$ cat src/rtl/irq_timer_pkg.sv
package irq_timer_pkg;

  // Strobes handed from the control module to the datapath.
  typedef struct packed {
    logic advance;
    logic capture;
  } tmrStrobe_t;

  // Match condition selected by {vertical enable, horizontal enable}.
  typedef enum logic [1:0] {
    MATCH_OFF = 2'b00,
    MATCH_H   = 2'b01,
    MATCH_V   = 2'b10,
    MATCH_HV  = 2'b11
  } matchMode_t;

endpackage

$ cat src/rtl/irq_timer_dp.sv
module irq_timer_dp
  import irq_timer_pkg::*;
#(
  parameter int H_WIDTH     = 11,
  parameter int V_WIDTH     = 9,
  parameter int STEP        = 2,
  parameter int LINE_CLOCKS = 1364,
  parameter int LINES_60    = 262,
  parameter int LINES_50    = 312
) (
  input  logic               clk,
  input  logic               rst_n,
  input  tmrStrobe_t         strobe,
  input  logic               linearMode,
  input  logic               region50,
  output logic [H_WIDTH-1:0] hCount,
  output logic [V_WIDTH-1:0] vCount,
  output logic [H_WIDTH-1:0] hSnap,
  output logic [V_WIDTH-1:0] vSnap,
  output logic [H_WIDTH-1:0] hNext,
  output logic [V_WIDTH-1:0] vNext
);

  localparam int HX = H_WIDTH + 1;
  localparam int VX = V_WIDTH + 1;
  localparam logic [HX-1:0] STEP_X  = HX'(STEP);
  localparam logic [HX-1:0] LINE_X  = HX'(LINE_CLOCKS);
  localparam logic [VX-1:0] FRAME60 = VX'(LINES_60);
  localparam logic [VX-1:0] FRAME50 = VX'(LINES_50);

  logic [HX-1:0] hSum;
  logic [VX-1:0] vInc;
  logic [VX-1:0] frameLines;
  logic          lineDone;

  assign hSum       = {1'b0, hCount} + STEP_X;
  assign vInc       = {1'b0, vCount} + VX'(1);
  assign frameLines = region50 ? FRAME50 : FRAME60;
  assign lineDone   = (hSum >= LINE_X);

  // Counter values that the next tick would produce.
  always_comb begin
    if (linearMode) begin
      hNext = hSum[H_WIDTH-1:0];
      vNext = vCount + V_WIDTH'(hSum[H_WIDTH]);
    end else if (lineDone) begin
      hNext = '0;
      vNext = (vInc >= frameLines) ? '0 : vInc[V_WIDTH-1:0];
    end else begin
      hNext = hSum[H_WIDTH-1:0];
      vNext = vCount;
    end
  end

  always_ff @(posedge clk) begin
    if (!rst_n) begin
      hCount <= '0;
      vCount <= '0;
    end else if (strobe.advance) begin
      hCount <= hNext;
      vCount <= vNext;
    end
  end

  // Snapshot takes the values held before this cycle's advance.
  always_ff @(posedge clk) begin
    if (!rst_n) begin
      hSnap <= '0;
      vSnap <= '0;
    end else if (strobe.capture) begin
      hSnap <= hCount;
      vSnap <= vCount;
    end
  end

  AST_IDLE_HOLD: assert property (@(posedge clk) disable iff (!rst_n)
    !strobe.advance |=> $stable(hCount) && $stable(vCount));

  AST_RASTER_WRAP: assert property (@(posedge clk) disable iff (!rst_n)
    strobe.advance && !linearMode && ({1'b0, hCount} + STEP_X >= LINE_X)
      |=> hCount == '0);

  AST_SNAP_HOLD: assert property (@(posedge clk) disable iff (!rst_n)
    !strobe.capture |=> $stable(hSnap) && $stable(vSnap));

endmodule

$ cat src/rtl/irq_timer_match.sv
module irq_timer_match
  import irq_timer_pkg::*;
#(
  parameter int H_WIDTH   = 11,
  parameter int V_WIDTH   = 9,
  parameter int CMP_WIDTH = 9,
  parameter int DOT_SHIFT = 2
) (
  input  logic                 advance,
  input  logic [H_WIDTH-1:0]   hNext,
  input  logic [V_WIDTH-1:0]   vNext,
  input  logic [CMP_WIDTH-1:0] hCompare,
  input  logic [CMP_WIDTH-1:0] vCompare,
  input  logic                 hMatchEn,
  input  logic                 vMatchEn,
  output logic                 hit
);

  localparam int WIDE = CMP_WIDTH + DOT_SHIFT;

  logic [WIDE-1:0]    hDots;
  logic [H_WIDTH-1:0] hTarget;
  logic [V_WIDTH-1:0] vTarget;
  logic               hEq;
  logic               vEq;
  logic               hZero;
  matchMode_t         mode;

  // Compare value is in dots; counters run in clocks.
  assign hDots   = {{DOT_SHIFT{1'b0}}, hCompare} << DOT_SHIFT;
  assign hTarget = H_WIDTH'(hDots);
  assign vTarget = V_WIDTH'(vCompare);
  assign hEq     = (hNext == hTarget);
  assign vEq     = (vNext == vTarget);
  assign hZero   = (hNext == '0);
  assign mode    = matchMode_t'({vMatchEn, hMatchEn});

  always_comb begin
    unique case (mode)
      MATCH_OFF: hit = 1'b0;
      MATCH_H:   hit = advance && hEq;
      MATCH_V:   hit = advance && vEq && hZero;
      MATCH_HV:  hit = advance && vEq && hEq;
      default:   hit = 1'b0;
    endcase
  end

endmodule

$ cat src/rtl/irq_timer_ctrl.sv
module irq_timer_ctrl
  import irq_timer_pkg::*;
(
  input  logic       clk,
  input  logic       rst_n,
  input  logic       tick,
  input  logic       snapReq,
  input  logic       ackReq,
  input  logic       irqEnable,
  input  logic       hMatchEn,
  input  logic       vMatchEn,
  input  logic       hit,
  output tmrStrobe_t strobe,
  output logic       timerFlag,
  output logic       clearLatch
);

  assign strobe.advance = tick;
  assign strobe.capture = snapReq;

  // A match outranks an acknowledge in the same cycle.
  always_ff @(posedge clk) begin
    if (!rst_n) begin
      timerFlag  <= 1'b0;
      clearLatch <= 1'b0;
    end else begin
      if (hit)         timerFlag <= 1'b1;
      else if (ackReq) timerFlag <= 1'b0;

      if (hit && irqEnable) clearLatch <= 1'b0;
      else if (ackReq)      clearLatch <= 1'b1;
    end
  end

  AST_NO_FIRE_OFF: assert property (@(posedge clk) disable iff (!rst_n)
    !hMatchEn && !vMatchEn |=> !$rose(timerFlag));

  AST_FLAG_NEEDS_TICK: assert property (@(posedge clk) disable iff (!rst_n)
    !tick && !ackReq |=> $stable(timerFlag));

  AST_LATCH_NEEDS_EN: assert property (@(posedge clk) disable iff (!rst_n)
    !irqEnable |=> !$fell(clearLatch));

  AST_ACK_EFFECT: assert property (@(posedge clk) disable iff (!rst_n)
    ackReq && !hit |=> !timerFlag && clearLatch);

endmodule

$ cat src/rtl/irq_pos_timer.sv
module irq_pos_timer
  import irq_timer_pkg::*;
#(
  parameter int H_WIDTH     = 11,
  parameter int V_WIDTH     = 9,
  parameter int CMP_WIDTH   = 9,
  parameter int DOT_SHIFT   = 2,
  parameter int STEP        = 2,
  parameter int LINE_CLOCKS = 1364,
  parameter int LINES_60    = 262,
  parameter int LINES_50    = 312
) (
  input  logic                 clk,
  input  logic                 rst_n,
  input  logic                 tick,
  input  logic                 snapReq,
  input  logic                 ackReq,
  input  logic                 linearMode,
  input  logic                 hMatchEn,
  input  logic                 vMatchEn,
  input  logic [CMP_WIDTH-1:0] hCompare,
  input  logic [CMP_WIDTH-1:0] vCompare,
  input  logic                 irqEnable,
  input  logic                 region50,
  output logic                 timerFlag,
  output logic                 clearLatch,
  output logic [H_WIDTH-1:0]   hCount,
  output logic [V_WIDTH-1:0]   vCount,
  output logic [H_WIDTH-1:0]   hSnap,
  output logic [V_WIDTH-1:0]   vSnap
);

  tmrStrobe_t         strobe;
  logic [H_WIDTH-1:0] hNext;
  logic [V_WIDTH-1:0] vNext;
  logic               hit;

  irq_timer_ctrl u_ctrl (
    .clk        (clk),
    .rst_n      (rst_n),
    .tick       (tick),
    .snapReq    (snapReq),
    .ackReq     (ackReq),
    .irqEnable  (irqEnable),
    .hMatchEn   (hMatchEn),
    .vMatchEn   (vMatchEn),
    .hit        (hit),
    .strobe     (strobe),
    .timerFlag  (timerFlag),
    .clearLatch (clearLatch)
  );

  irq_timer_dp #(
    .H_WIDTH     (H_WIDTH),
    .V_WIDTH     (V_WIDTH),
    .STEP        (STEP),
    .LINE_CLOCKS (LINE_CLOCKS),
    .LINES_60    (LINES_60),
    .LINES_50    (LINES_50)
  ) u_dp (
    .clk        (clk),
    .rst_n      (rst_n),
    .strobe     (strobe),
    .linearMode (linearMode),
    .region50   (region50),
    .hCount     (hCount),
    .vCount     (vCount),
    .hSnap      (hSnap),
    .vSnap      (vSnap),
    .hNext      (hNext),
    .vNext      (vNext)
  );

  irq_timer_match #(
    .H_WIDTH   (H_WIDTH),
    .V_WIDTH   (V_WIDTH),
    .CMP_WIDTH (CMP_WIDTH),
    .DOT_SHIFT (DOT_SHIFT)
  ) u_match (
    .advance  (strobe.advance),
    .hNext    (hNext),
    .vNext    (vNext),
    .hCompare (hCompare),
    .vCompare (vCompare),
    .hMatchEn (hMatchEn),
    .vMatchEn (vMatchEn),
    .hit      (hit)
  );

endmodule

$ cat config.mk
export PLATFORM = sky130hd
export DESIGN_NAME = irq_pos_timer
export DESIGN_NICKNAME = d
export VERILOG_FILES = /design/src/rtl/irq_timer_pkg.sv /design/src/rtl/irq_timer_dp.sv /design/src/rtl/irq_timer_match.sv /design/src/rtl/irq_timer_ctrl.sv /design/src/rtl/irq_pos_timer.sv
export SDC_FILE = /design/constraint.sdc
export NUM_CORES = 1
export LEC_CHECK = 0
export ABC_AREA = 1
export BUFFER_PORTS_ARGS = -buffer_cell sky130_fd_sc_hd__buf_2
export CORE_MARGIN = 4
export CORE_UTILIZATION = 40
export CTS_BUF_LIST = sky130_fd_sc_hd__clkbuf_4
export CTS_CLUSTER_SIZE = 8
export DETAILED_ROUTE_END_ITERATION = 16
export GPL_ROUTABILITY_DRIVEN = 1
export PLACE_DENSITY = 0.59
export SYNTH_ARGS = -nofsm -noshare
export SYNTH_HDL_FRONTEND = slang
export SYNTH_SLANG_ARGS = --single-unit
$ cat constraint.sdc
create_clock -name clk -period 5.77 [get_ports clk]
set_input_delay 1.154 -clock clk [delete_from_list [all_inputs] [get_ports clk]]
set_output_delay 1.154 -clock clk [all_outputs]
set_load 0.05 [all_outputs]
Word-level counts from Yosys, hierarchy flattened
Cells that the tools add are included.
{"block": "totals", "reg_bits": 42, "input_bits": 28, "out_inout_bits": 42, "elab_cells": 35}
{"block": "op_classes", "n_addsub": 3, "order_cmp": 2, "n_eq_ne": 5, "mux": 9, "bitwise_logic": 1, "reduce_logical": 9}
{"cell": "9-bit 2-to-1 mux", "count": 3}
{"cell": "11-bit 2-to-1 mux", "count": 2}
{"cell": "11-bit by 2-bit adder with 12-bit output (second input constant)", "count": 1}
{"cell": "12-bit by 11-bit >= comparator with 1-bit output (second input constant)", "count": 1}
{"cell": "11-bit == test", "count": 1}
{"cell": "11-bit zero test", "count": 1}
{"cell": "9-bit by 1-bit adder with 10-bit output (second input constant)", "count": 1}
{"cell": "10-bit >= comparator", "count": 1}
{"cell": "9-bit by 1-bit adder with 9-bit output", "count": 1}
{"cell": "9-bit == test", "count": 1}
{"cell": "6-bit 2-to-1 mux", "count": 1}
{"cell": "1-bit logical AND", "count": 5}
{"cell": "2-bit == test (second input constant)", "count": 2}
{"cell": "1-bit case mux with 4 select lines", "count": 1}
{"cell": "2-bit by 1-bit == test with 1-bit output (second input constant)", "count": 1}
{"cell": "2-bit zero test", "count": 1}
{"cell": "1-bit 2-to-1 mux", "count": 2}
{"cell": "2-bit nonzero test", "count": 1}
{"cell": "2-bit OR reduction", "count": 1}
{"cell": "1-bit NOT", "count": 1}

Depth between registers and ports, before layout
Gate-level depths: netlist (run 1).
{"block": "logic_depth", "ltp_word": 11, "mapped_depth": 24, "depth_no_buf": 24}

Hierarchy
A second synthesis (run 1) with hierarchy kept.
{"block": "unflattened", "hier_cells": 467, "hier_area_um2": 2881.5}
{"module": "irq_timer_dp", "n_inst": 1, "cells_each": 385, "area_per_inst_um2": 2449.8, "seq_area_each_um2": 800.8}
{"module": "irq_timer_match", "n_inst": 1, "cells_each": 69, "area_per_inst_um2": 337.8, "seq_area_each_um2": 0.0}
{"module": "irq_timer_ctrl", "n_inst": 1, "cells_each": 13, "area_per_inst_um2": 93.8, "seq_area_each_um2": 40.0}

Least setup slack after synthesis (run 1)
OpenSTA, ideal clock, no wires.
{"block": "synth_timing", "kind": "reg2reg", "from": "register u_dp.vCount[2]", "to": "register u_ctrl.clearLatch", "setup_time_ns": 0.109, "arrival_time_ns": 2.934, "t_required_ns": 5.661, "slack_ns": 2.727, "stages_incl_launch_ff": 22, "n_path_buf": 1, "synth_period_minus_slack_ns": 3.043, "path_cell_list": "dfxtp_1 > buf_4 > nand2_1 > nor3_1 > xor2_1 > ha_1 > a21oi_1 > nand3_1 > nor2_1 > nand2_1 > a21oi_2 > nand3_1 > nand2_1 > nand2_1 > nand2_1 > nand3_1 > nor2_1 > nand3_1 > nand2_1 > nand3_1 > nand2_1 > inv_1"}
{"block": "synth_via", "elab_chain_cells": 11, "elab_cells_between_ends": 13, "cone_classes": "add/sub (2); order compare (1); eq/ne (1); mux (4); reduce/logical (5)"}
{"element": "start, declared", "line_no": "irq_timer_dp.sv:17", "text": "output logic [V_WIDTH-1:0] vCount,"}
{"element": "start signal, assigned", "line_no": "irq_timer_dp.sv:61", "text": "vCount <= vNext;"}
{"element": "9-bit by 1-bit adder with 10-bit output", "line_no": "irq_timer_dp.sv:37", "text": "assign vInc = {1'b0, vCount} + VX'(1);"}
{"element": "10-bit >= comparator", "line_no": "irq_timer_dp.sv:48", "text": "vNext = (vInc >= frameLines) ? '0 : vInc[V_WIDTH-1:0];"}
{"element": "9-bit 2-to-1 mux", "line_no": "irq_timer_dp.sv:48"}
{"element": "9-bit 2-to-1 mux", "line_no": "irq_timer_dp.sv:46", "text": "end else if (lineDone) begin"}
{"element": "9-bit 2-to-1 mux (*)", "line_no": "irq_timer_dp.sv:43", "text": "if (linearMode) begin"}
{"element": "9-bit == test (*)", "line_no": "irq_timer_match.sv:34", "text": "assign vEq = (vNext == vTarget);"}
{"element": "1-bit logical AND (*)", "line_no": "irq_timer_match.sv:42, irq_timer_match.sv:43"}
{"element": "1-bit logical AND (on tied branches)", "line_no": "irq_timer_match.sv:43, irq_timer_match.sv:42"}
{"element": "1-bit case mux with 4 select lines (*)", "line_no": "irq_timer_match.sv:39", "text": "unique case (mode)"}
{"element": "1-bit logical AND (*)", "line_no": "irq_timer_ctrl.sv:30", "text": "if (hit && irqEnable) clearLatch <= 1'b0;"}
{"element": "2-bit OR reduction (no source line) (*)"}
{"element": "end signal, assigned", "line_no": "irq_timer_ctrl.sv:25", "text": "clearLatch <= 1'b0;"}
{"element": "end signal, assigned", "line_no": "irq_timer_ctrl.sv:30"}
{"element": "end signal, assigned", "line_no": "irq_timer_ctrl.sv:31", "text": "else if (ackReq) clearLatch <= 1'b1;"}
{"element": "end, declared", "line_no": "irq_timer_ctrl.sv:15", "text": "output logic clearLatch"}
Every way passes the cells marked *; elsewhere a longest branch is shown, timed or not.
A chain may end at the register's enable or synchronous reset.

Final worst setup path (run 1)
{"block": "layout_timing", "from": "register u_dp.vCount[0]", "to": "register u_ctrl.clearLatch"}
Same word-level chain as after synthesis.

==> results.json, run 1 <==
{
  "p_switching_uw": 287,
  "rows": 30,
  "grt_usage_pct": 19.0,
  "power.density_mw_per_mm2": 239,
  "min-delay-start": "u_ctrl.timerFlag",
  "dpl_cell_area_sq_mm": 0.00321,
  "postCtsHoldBufs": 0,
  "reg2reg_from": "u_dp.vCount[0]",
  "holdWs_ps": 472,
  "finalSetupTns_ps": 0,
  "die_w_um": 92.2,
  "netlist_instances": 453,
  "seq_area_frac_synth_pct": 29.6,
  "crit_path_end_kind": "register",
  "place_inst": 599,
  "p_leak_nw": 1.70,
  "slowest_delay_ps": 520,
  "synthArstFlopShare_pct": 0,
  "post_cts_resized": 0,
  "setup_viol": 0,
  "place_ws_ps": 2350,
  "syn-cell-area_sq_mm": 0.00284,
  "utilization_pct": 48.5,
  "power.total_uw": 791,
  "post-cts-setup-buffer-count": 0,
  "cts_sinks": 42,
  "finalHoldViolCount": 0,
  "final_layout_size_suffix_gt1_share_pct": 19.0,
  "io_pins": 70,
  "port_buffers": 69,
  "finalCriticalPeriod_ps": 3290,
  "synthFlopType": "dfxtp_1",
  "grt_pass1_wl_um": 13100,
  "critical-path-slowest-cell": "dfxtp_1",
  "cts_buffers": 5,
  "cts_max_level": 2,
  "fin_skew_ps": 6.21,
  "drt-initial-drc-count": 150,
  "max_freq_mhz": 304,
  "crit_start": "u_dp.vCount[0]",
  "ant_nets": 0,
  "yosys_warnings": 0,
  "drt_wl_total_um": 8040,
  "p_sw_share_pct": 36.2,
  "pwr-share-clk_pct": 31.0,
  "critPathKind": "reg -> reg",
  "layout_common_cells": "120 x nand2_1, 69 x buf_2, 47 x inv_1",
  "fin_nets": 547,
  "drv_cap": 0,
  "die_h_um": 92.2,
  "start_util_pct": 41.6,
  "syn-num-nets": 490,
  "crit_buf_inv": 2,
  "finalInstanceArea_sq_mm": 0.00331,
  "avgRoutedWirePerCell_um": 13.2,
  "critical_path_required_ps": 6060,
  "final-instance-count-excl-fill": 607,
  "drc": 0,
  "clkLatencyLatePin_ps": 370,
  "antenna_found_initial": 0,
  "routed-via-count": 3036,
  "fin_ws_ps": 2480,
  "place.gp.congestion": 0.880,
  "design.die.area_sq_mm": 0.00851,
  "relSlewSlack_pct": 59.7,
  "synth_area_per_cell_sq_um": 6.27,
  "cpLargestDelayFamily": "simple AND/OR/NAND/NOR gates",
  "path_common_cell": "nand2_1",
  "viasPerCell": 5.00,
  "diodes": 0,
  "p_int_uw": 504,
  "tightest_slew_ps": 604,
  "path_clk_slew_ps": 140,
  "area_growth_syn_to_layout_pct": 16.7,
  "ys_types": 31,
  "layout_commonest_cell": "nand2_1",
  "cp_max_fo": 8,
  "slew_violations": 0,
  "worstPathArrival_ps": 3580,
  "cts-root-buf": "clkbuf_4",
  "path_cells": "inv_1 -> nor3_1 -> xor2_1 -> ha_1 -> a21oi_1 -> nand3_1 -> nor2_1 -> nand2_1 -> a21oi_2 -> nand3_1 -> nand3_1 -> nand2_1 -> nand2_1 -> nand2_1 -> nor2_1 -> nand3_1 -> nand2_1 -> nand3_1 -> nand2_1 -> inv_1",
  "grt_pass1_vias": 2767,
  "cts_tree": "built",
  "drtPass1Iterations": 4,
  "grt_start_max_net_pins": 40,
  "outcome": "completed",
  "rsz0062_at_grt": "no",
  "core_area_sq_mm": 0.00683,
  "ys_ff_latch": 42,
  "fin_crit_sh_pct": 57.0,
  "gr-total-overflow": 0,
  "comb_power_share_pct": 26.8,
  "ctsLongestPathBuffers": 2,
  "place_hpwl_um": 6090,
  "start_kind": "register",
  "hp-class": "reg -> reg",
  "peakVddDrop_v": 0.000148,
  "synth_edf_count": 0,
  "p_seq_share_pct": 42.1
}
-- cell type report --
| class | instances | area [sq um] |
|---|---|---|
| clock buffers | 5 | 37.5 |
| clock inverters | 3 | 68.8 |
| fillers | 751 | 3520 |
| inverters | 49 | 184 |
| multi-input cells | 343 | 1720 |
| flip-flops and latches | 42 | 841 |
| well taps | 96 | 120 |
| repair buffers | 69 | 345 |
-- cell usage after synthesis (5+ instances only) --
cell      count  area share, %
a21oi_1      40            7.1
inv_1        47            6.2
nand3_1      39            6.9
xor2_1        5            1.5
nor2_1       39            5.2
dfxtp_1      42             30
ha_1          9            4.0
nand3b_1     12            3.2
clkbuf_1     13            1.7
o21ai_0      46            8.1
nand2_1     120             16
-- cells by family (layout without fill, tap and decap cells) --
kind of cell | after synthesis | in the layout | share of synthesized area, %
buffers and inverters | 68 | 126 | 9.87
adders and majority gates | 9 | 9 | 3.97
DFF | 42 | 42 | 29.6
and+or+nand+nor | 237 | 237 | 38.2
AOI/OAI and AO/OA | 91 | 91 | 16.5
xor gates and xnor gates | 6 | 6 | 1.85
-- registers in the layout, summed over array words and instances, names as in the netlist --
| signal | flops |
|---|---|
| u_dp.vCount | 9 |
| u_ctrl.clearLatch | 1 |
| u_ctrl.timerFlag | 1 |
| u_dp.vSnap | 9 |
| u_dp.hCount | 11 |
| u_dp.hSnap | 11 |
-- final timing paths --
path                             to  slack [ps]  depth (start not counted)
setup / recovery  u_ctrl.clearLatch        2480                         20
hold / removal     u_ctrl.timerFlag         470                          2
setup reg to reg  u_ctrl.clearLatch        2480                         20
hold reg to reg    u_ctrl.timerFlag         470                          2
-- per-layer routing --
metal,vias to the layer above,GRT usage (%),routed length (um)
li1,1592,-,-
met1,1360,25.0,3820
met2,76,31.6,3720
met3,8,3.94,413
met4,0,4.58,79
met5,-,0,0
-- power groups by stage --
stage	registers, mW	logic, mW	clock network [mW]
floorplan	0.394	0.103	0
global placement	0.339	0.211	0
detailed placement	0.339	0.212	0
CTS	0.333	0.213	0.249
global route	0.337	0.235	0.264
finish	0.333	0.212	0.245
-- worst reg2reg max path: cells and delay by family, from the launching register on --
kind	cells	cell delay, ps
XOR/XNOR	1	260
adder cells (fa/ha/maj)	1	290
AND/OR/NAND/NOR	14	1480
flip-flops	1	520
AO/OA/AOI/OAI	2	460
buffers and inverters	2	200
No activity file was read; power rests on OpenSTA's default activity.
==> run 2, diff against run 1 <==
Clock period 5.77 ns to 3.29 ns, I/O delays scaled along.
==> results.json, run 2 (synthesis results as in run 1) <==
{
  "port_buffers": 69,
  "place.gp.congestion": 0.981,
  "die_w_um": 92.2,
  "drtPass1Iterations": 6,
  "finalHoldViolCount": 0,
  "regToRegSetupSlack_ps": 300,
  "cts_buffers": 5,
  "gr-total-overflow": 0,
  "fill_cells": 732,
  "critical_path_required_ps": 3560,
  "core_area_sq_mm": 0.00683,
  "final_layout_size_suffix_gt1_share_pct": 21.6,
  "setup_viol": 0,
  "diodes": 0,
  "fin_nets": 555,
  "avgRoutedWirePerCell_um": 13.6,
  "p_leak_nw": 1.74,
  "min-delay-start": "u_ctrl.timerFlag",
  "start_kind": "register",
  "finalSetupTns_ps": 0,
  "crit_path_end_kind": "register",
  "ant_nets": 0,
  "reg2reg_from": "u_dp.vCount[0]",
  "cp_max_fo": 8,
  "drt-initial-drc-count": 137,
  "regArea_sq_um": 850,
  "postCtsHoldBufs": 0,
  "ctsLongestPathBuffers": 2,
  "tightest_slew_ps": 633,
  "slew_violations": 0,
  "r2r_end": "u_ctrl.clearLatch",
  "power.density_mw_per_mm2": 410,
  "post-cts-setup-buffer-count": 0,
  "cts_max_level": 2,
  "r2r_cells": 20,
  "fin_crit_sh_pct": 90.9,
  "design.die.area_sq_mm": 0.00851,
  "p_switching_uw": 501,
  "largestRegisters": "u_dp.hCount x11, u_dp.hSnap x11",
  "drv_cap": 0,
  "comb_power_share_pct": 28.7,
  "p_seq_share_pct": 41.0,
  "worstPathArrival_ps": 3260,
  "max_freq_mhz": 335,
  "cts_tree": "built",
  "place_hpwl_um": 6430,
  "cts_sinks": 42,
  "p_int_uw": 894,
  "area_growth_syn_to_layout_pct": 19.8,
  "hold_path_end": "u_ctrl.timerFlag",
  "peakVddDrop_v": 0.000206,
  "layout_common_cells": "120 x nand2_1, 69 x buf_2, 46 x inv_1",
  "start_util_pct": 41.6,
  "grt_pass1_vias": 2899,
  "rows": 30,
  "utilization_pct": 49.8,
  "grt_usage_pct": 19.9,
  "whs_path_depth": 2,
  "critPathKind": "reg -> reg",
  "pwr-share-clk_pct": 30.4,
  "drt_wl_total_um": 8370,
  "cts-root-buf": "clkbuf_4",
  "multiInputGateArea_sq_mm": 0.00174,
  "path_clk_slew_ps": 140,
  "grt_pass1_wl_um": 13800,
  "finalCriticalPeriod_ps": 2990,
  "clkLatencyLatePin_ps": 360,
  "layout_commonest_cell": "nand2_1",
  "antenna_found_initial": 0,
  "io_pins": 70,
  "routed-via-count": 3103,
  "drc": 0,
  "post_cts_resized": 0,
  "die_h_um": 92.2,
  "grt_start_max_net_pins": 40,
  "relSlewSlack_pct": 57.8,
  "viasPerCell": 5.05,
  "outcome": "completed",
  "hp-class": "reg -> reg",
  "rsz0062_at_grt": "no",
  "p_sw_share_pct": 35.9,
  "fin_skew_ps": 17.3
}
==> run 2: layer usage <==
metal | wire length [um] | part of all wire, % | track usage, %
met2 | 3890 | 46 | 32.4
met3 | 495 | 5.9 | 4.59
met4 | 102 | 1.2 | 5.94
met5 | 0 | 0 | 0
met1 | 3880 | 46 | 26.1
==> run 2: area by class of cell <==
class	instances	share of cell area, %
inverter	49	5.41
tap	96	3.53
multi-input combinational	343	51.0
clock buffer	5	1.10
clock inverter	3	2.02
sequential	42	25.0
timing repair buffer	77	11.9
==> run 2: worst max-delay path, stage by stage, from the launching register on <==
cell and delay [ps]:
dfxtp_4 410, inv_1 90, nor3_2 240, xor2_1 240, ha_1 280, a21oi_1 150
nand3_1 90, nor2_1 90, nand2_1 90, a21oi_4 270, nand3_1 120, nand3_1 110
nand2_1 90, nand2_1 70, nand2_1 60, nor2_1 140, nand3_1 120, nand2_1 90
nand3_1 60, nand2_1 60, inv_1 30
==> run 2: worst max-delay path by stage <==
| stage | from | end | slack [ps] |
|---|---|---|---|
| after global routing | u_dp.vCount[3] | u_ctrl.clearLatch | 8 |
| after CTS | u_dp.vCount[0] | u_ctrl.clearLatch | 60 |
| after floorplan | u_dp.vCount[2] | u_ctrl.clearLatch | 250 |
| final | u_dp.vCount[0] | u_ctrl.clearLatch | 300 |
| after detailed placement | u_dp.vCount[3] | u_ctrl.clearLatch | 120 |
| after global placement | u_dp.vCount[0] | u_ctrl.clearLatch | 230 |
==> run 2: power groups by stage <==
stage / logic, mW / registers [mW] / clock network (mW)
2_1_floorplan: 0.181 / 0.692 / 0
3_3_place_gp: 0.392 / 0.583 / 0
3_5_place_dp: 0.397 / 0.583 / 0
4_1_cts: 0.399 / 0.572 / 0.434
5_1_grt: 0.442 / 0.579 / 0.454
6_report: 0.400 / 0.571 / 0.424
==> run 2: through the flow <==
step	std cells	power [mW]	hold slack [ps]	cell area [sq um]	setup WS (ps)
after global routing	615	1.48	514	3400	8.42
after floorplan	453	0.872	683	2840	247
after detailed placement	607	0.980	460	3270	120
after CTS	615	1.41	478	3370	61.8
after global placement	607	0.975	467	3270	231
final	615	1.40	475	3400	301
==> run 3, diff against run 2 <==
Settings changed: SYNTH_HIERARCHICAL set to 1.
==> results.json, run 3 <==
{
  "ctsLongestPathBuffers": 2,
  "place.gp.congestion": 0.957,
  "finalCriticalPeriod_ps": 3020,
  "antenna_found_initial": 0,
  "hp-class": "reg -> reg",
  "cp_max_fo": 4,
  "diodes": 0,
  "outcome": "completed",
  "synth_area_leaders": "dfxtp_1 29%, nand2_1 15%, nand3_1 9.2%",
  "synthArstFlopShare_pct": 0,
  "syn-num-nets": 504,
  "area_growth_syn_to_layout_pct": 28.3,
  "synth_top_area_cell": "dfxtp_1",
  "avgRoutedWirePerCell_um": 13.3,
  "cts-root-buf": "clkbuf_4",
  "syn-cell-area_sq_mm": 0.00288,
  "start_kind": "register",
  "regArea_sq_um": 858,
  "grt_usage_pct": 19.7,
  "crit_path_end_kind": "register",
  "drt-initial-drc-count": 283,
  "start_util_pct": 41.7,
  "utilization_pct": 53.5,
  "power.total_mw": 1.28,
  "tightest_slew_ps": 544,
  "die_w_um": 92.9,
  "grt_pass1_vias": 2846,
  "cts_tree": "built",
  "finalHoldViolCount": 0,
  "drc": 0,
  "critPathKind": "reg -> reg",
  "max_freq_mhz": 331,
  "synth_area_per_cell_sq_um": 6.17,
  "cts_sinks": 42,
  "netlist_instances": 467,
  "die_h_um": 92.9,
  "path_clk_slew_ps": 140,
  "worstPathArrival_ps": 3280,
  "peakVddDrop_v": 0.000200,
  "yosys_warnings": 6,
  "power.density_mw_per_mm2": 347,
  "fill_cells": 719,
  "fin_skew_ps": 7.64,
  "synth_top_area_share_pct": 29.2,
  "drt_wl_total_um": 8630,
  "layout_commonest_cell": "nand2_1",
  "final_layout_size_suffix_gt1_share_pct": 28.7,
  "synth_edf_count": 0,
  "port_buffers": 69,
  "ant_nets": 0,
  "relSlewSlack_pct": 63.7,
  "yosysMostFrequentCell": "nand2_1",
  "synthTopCellsByCount": "116 x nand2_1, 70 x inv_1, 53 x nand3_1, 42 x a21oi_1, 42 x dfxtp_1",
  "synthFlopType": "dfxtp_1",
  "design.die.area_sq_mm": 0.00863,
  "fin_nets": 590,
  "finalSetupTns_ps": 0,
  "cts_buffers": 5,
  "cts_max_level": 2,
  "setup_viol": 0,
  "fin_crit_sh_pct": 91.7,
  "rows": 30,
  "gr-total-overflow": 0,
  "postCtsHoldBufs": 0,
  "drv_cap": 0,
  "place_hpwl_um": 6620,
  "p_leak_nw": 1.96,
  "clkLatencyLatePin_ps": 350,
  "layout_common_cells": "109 x nand2_1, 69 x buf_2, 69 x inv_1",
  "drtPass1Iterations": 5,
  "largestRegisters": "u_dp/hCount x11, u_dp/hSnap x11",
  "io_pins": 70,
  "multiInputGateArea_sq_mm": 0.00182,
  "grt_pass1_wl_um": 13800,
  "ys_ff_latch": 42,
  "ys_types": 28,
  "core_area_sq_mm": 0.00691,
  "routed-via-count": 3224,
  "viasPerCell": 4.96,
  "grt_start_max_net_pins": 40,
  "slew_violations": 0,
  "seq_area_frac_synth_pct": 29.2,
  "critical_path_required_ps": 3550
}
==> run 3: cell types whose count changed in the layout (fill, tap and decap cells not counted), sizes merged, moves of 2 or more <==
cell    change
a21oi       +2
nand2       -4
inv        +25
nand3      +10
bufinv      -2
xor2        +5
nand3b     -11
o21ai       -6
xnor2       +5
buf        +21
nor2        -6
or2         -3
==> run 3: area by class of cell <==
cell class / count / share of cell area, %
sequential: 42 / 23.2
multi-input combinational: 333 / 49.3
clock inverter: 2 / 0.372
timing repair buffer: 98 / 15.2
tap: 96 / 3.25
clock buffer: 6 / 1.22
inverter: 73 / 7.41
==> run 3: repair_timing <==
| action | 4_1_cts | 5_1_grt |
|---|---|---|
| setup buffers | 0 | 9 |
| pin swaps | 0 | 20 |
| resized for setup | 1 | 44 |
| endpoints found under the setup margin | 2 | 2 |
==> run 3: kinds of logic (layout without fill, tap and decap cells) <==
family	Yosys count	count (layout)	synth area share (%)
adders and majority gates	9	9	3.91
AOI/OAI and AO/OA	87	87	15.8
DFF	42	42	29.2
xor gates and xnor gates	16	16	4.86
and+or+nand+nor	221	221	33.4
buffers and inverters	92	179	12.9
==> run 3: worst paths after layout <==
path / startpoint / endpoint / slack (ps) / depth (start not counted)
min: u_ctrl/timerFlag / u_ctrl/timerFlag / 490 / 2
max: u_dp/vCount[1] / u_ctrl/clearLatch / 270 / 25
max reg2reg: u_dp/vCount[1] / u_ctrl/clearLatch / 270 / 25
min reg2reg: u_ctrl/timerFlag / u_ctrl/timerFlag / 490 / 2
==> run 3: critical path, cell delays in order (launching register included) <==
cell	delay [ps]
dfxtp_4	410
ha_4	140
nand2_2	70
nor2_4	150
xor2_2	170
ha_1	250
nand2_1	80
inv_1	50
nand2_1	70
nand3_2	80
nor2_2	110
buf_4	120
nand4_1	90
nand2_1	110
nand3_1	80
nand2_1	160
xnor2_1	130
nand2_1	60
nor2_1	120
nand3_1	80
nand2_1	60
nand2_1	50
nor2_2	130
nand2_1	60
nand2_1	50
nor2_1	40
==> run 3: where the power goes <==
group / switching (mW) / internal, mW / total (mW)
sequential: 0.0247 / 0.541 / 0.565
combinational: 0.308 / 0.140 / 0.449
clock: 0.176 / 0.0926 / 0.268
total: 0.509 / 0.773 / 1.28
==> run 3: per-layer routing <==
layer	vias up	routed length (um)	global-route usage [%]
met5	-	0	0
met4	0	40	2.93
met3	4	654	3.57
met2	122	3550	28.4
met1	1442	4390	30.6
li1	1656	-	-
==> run 3: metrics by stage <==
step | std cells | area (sq um) | setup slack (ps) | hold WS [ps]
3_5_place_dp | 633 | 3400 | -33.0 | 469
4_1_cts | 641 | 3460 | 39.7 | 492
6_report | 650 | 3700 | 272 | 486
2_1_floorplan | 467 | 2880 | 33.7 | 693
5_1_grt | 650 | 3700 | -55.9 | 512
3_3_place_gp | 633 | 3400 | 21.3 | 455
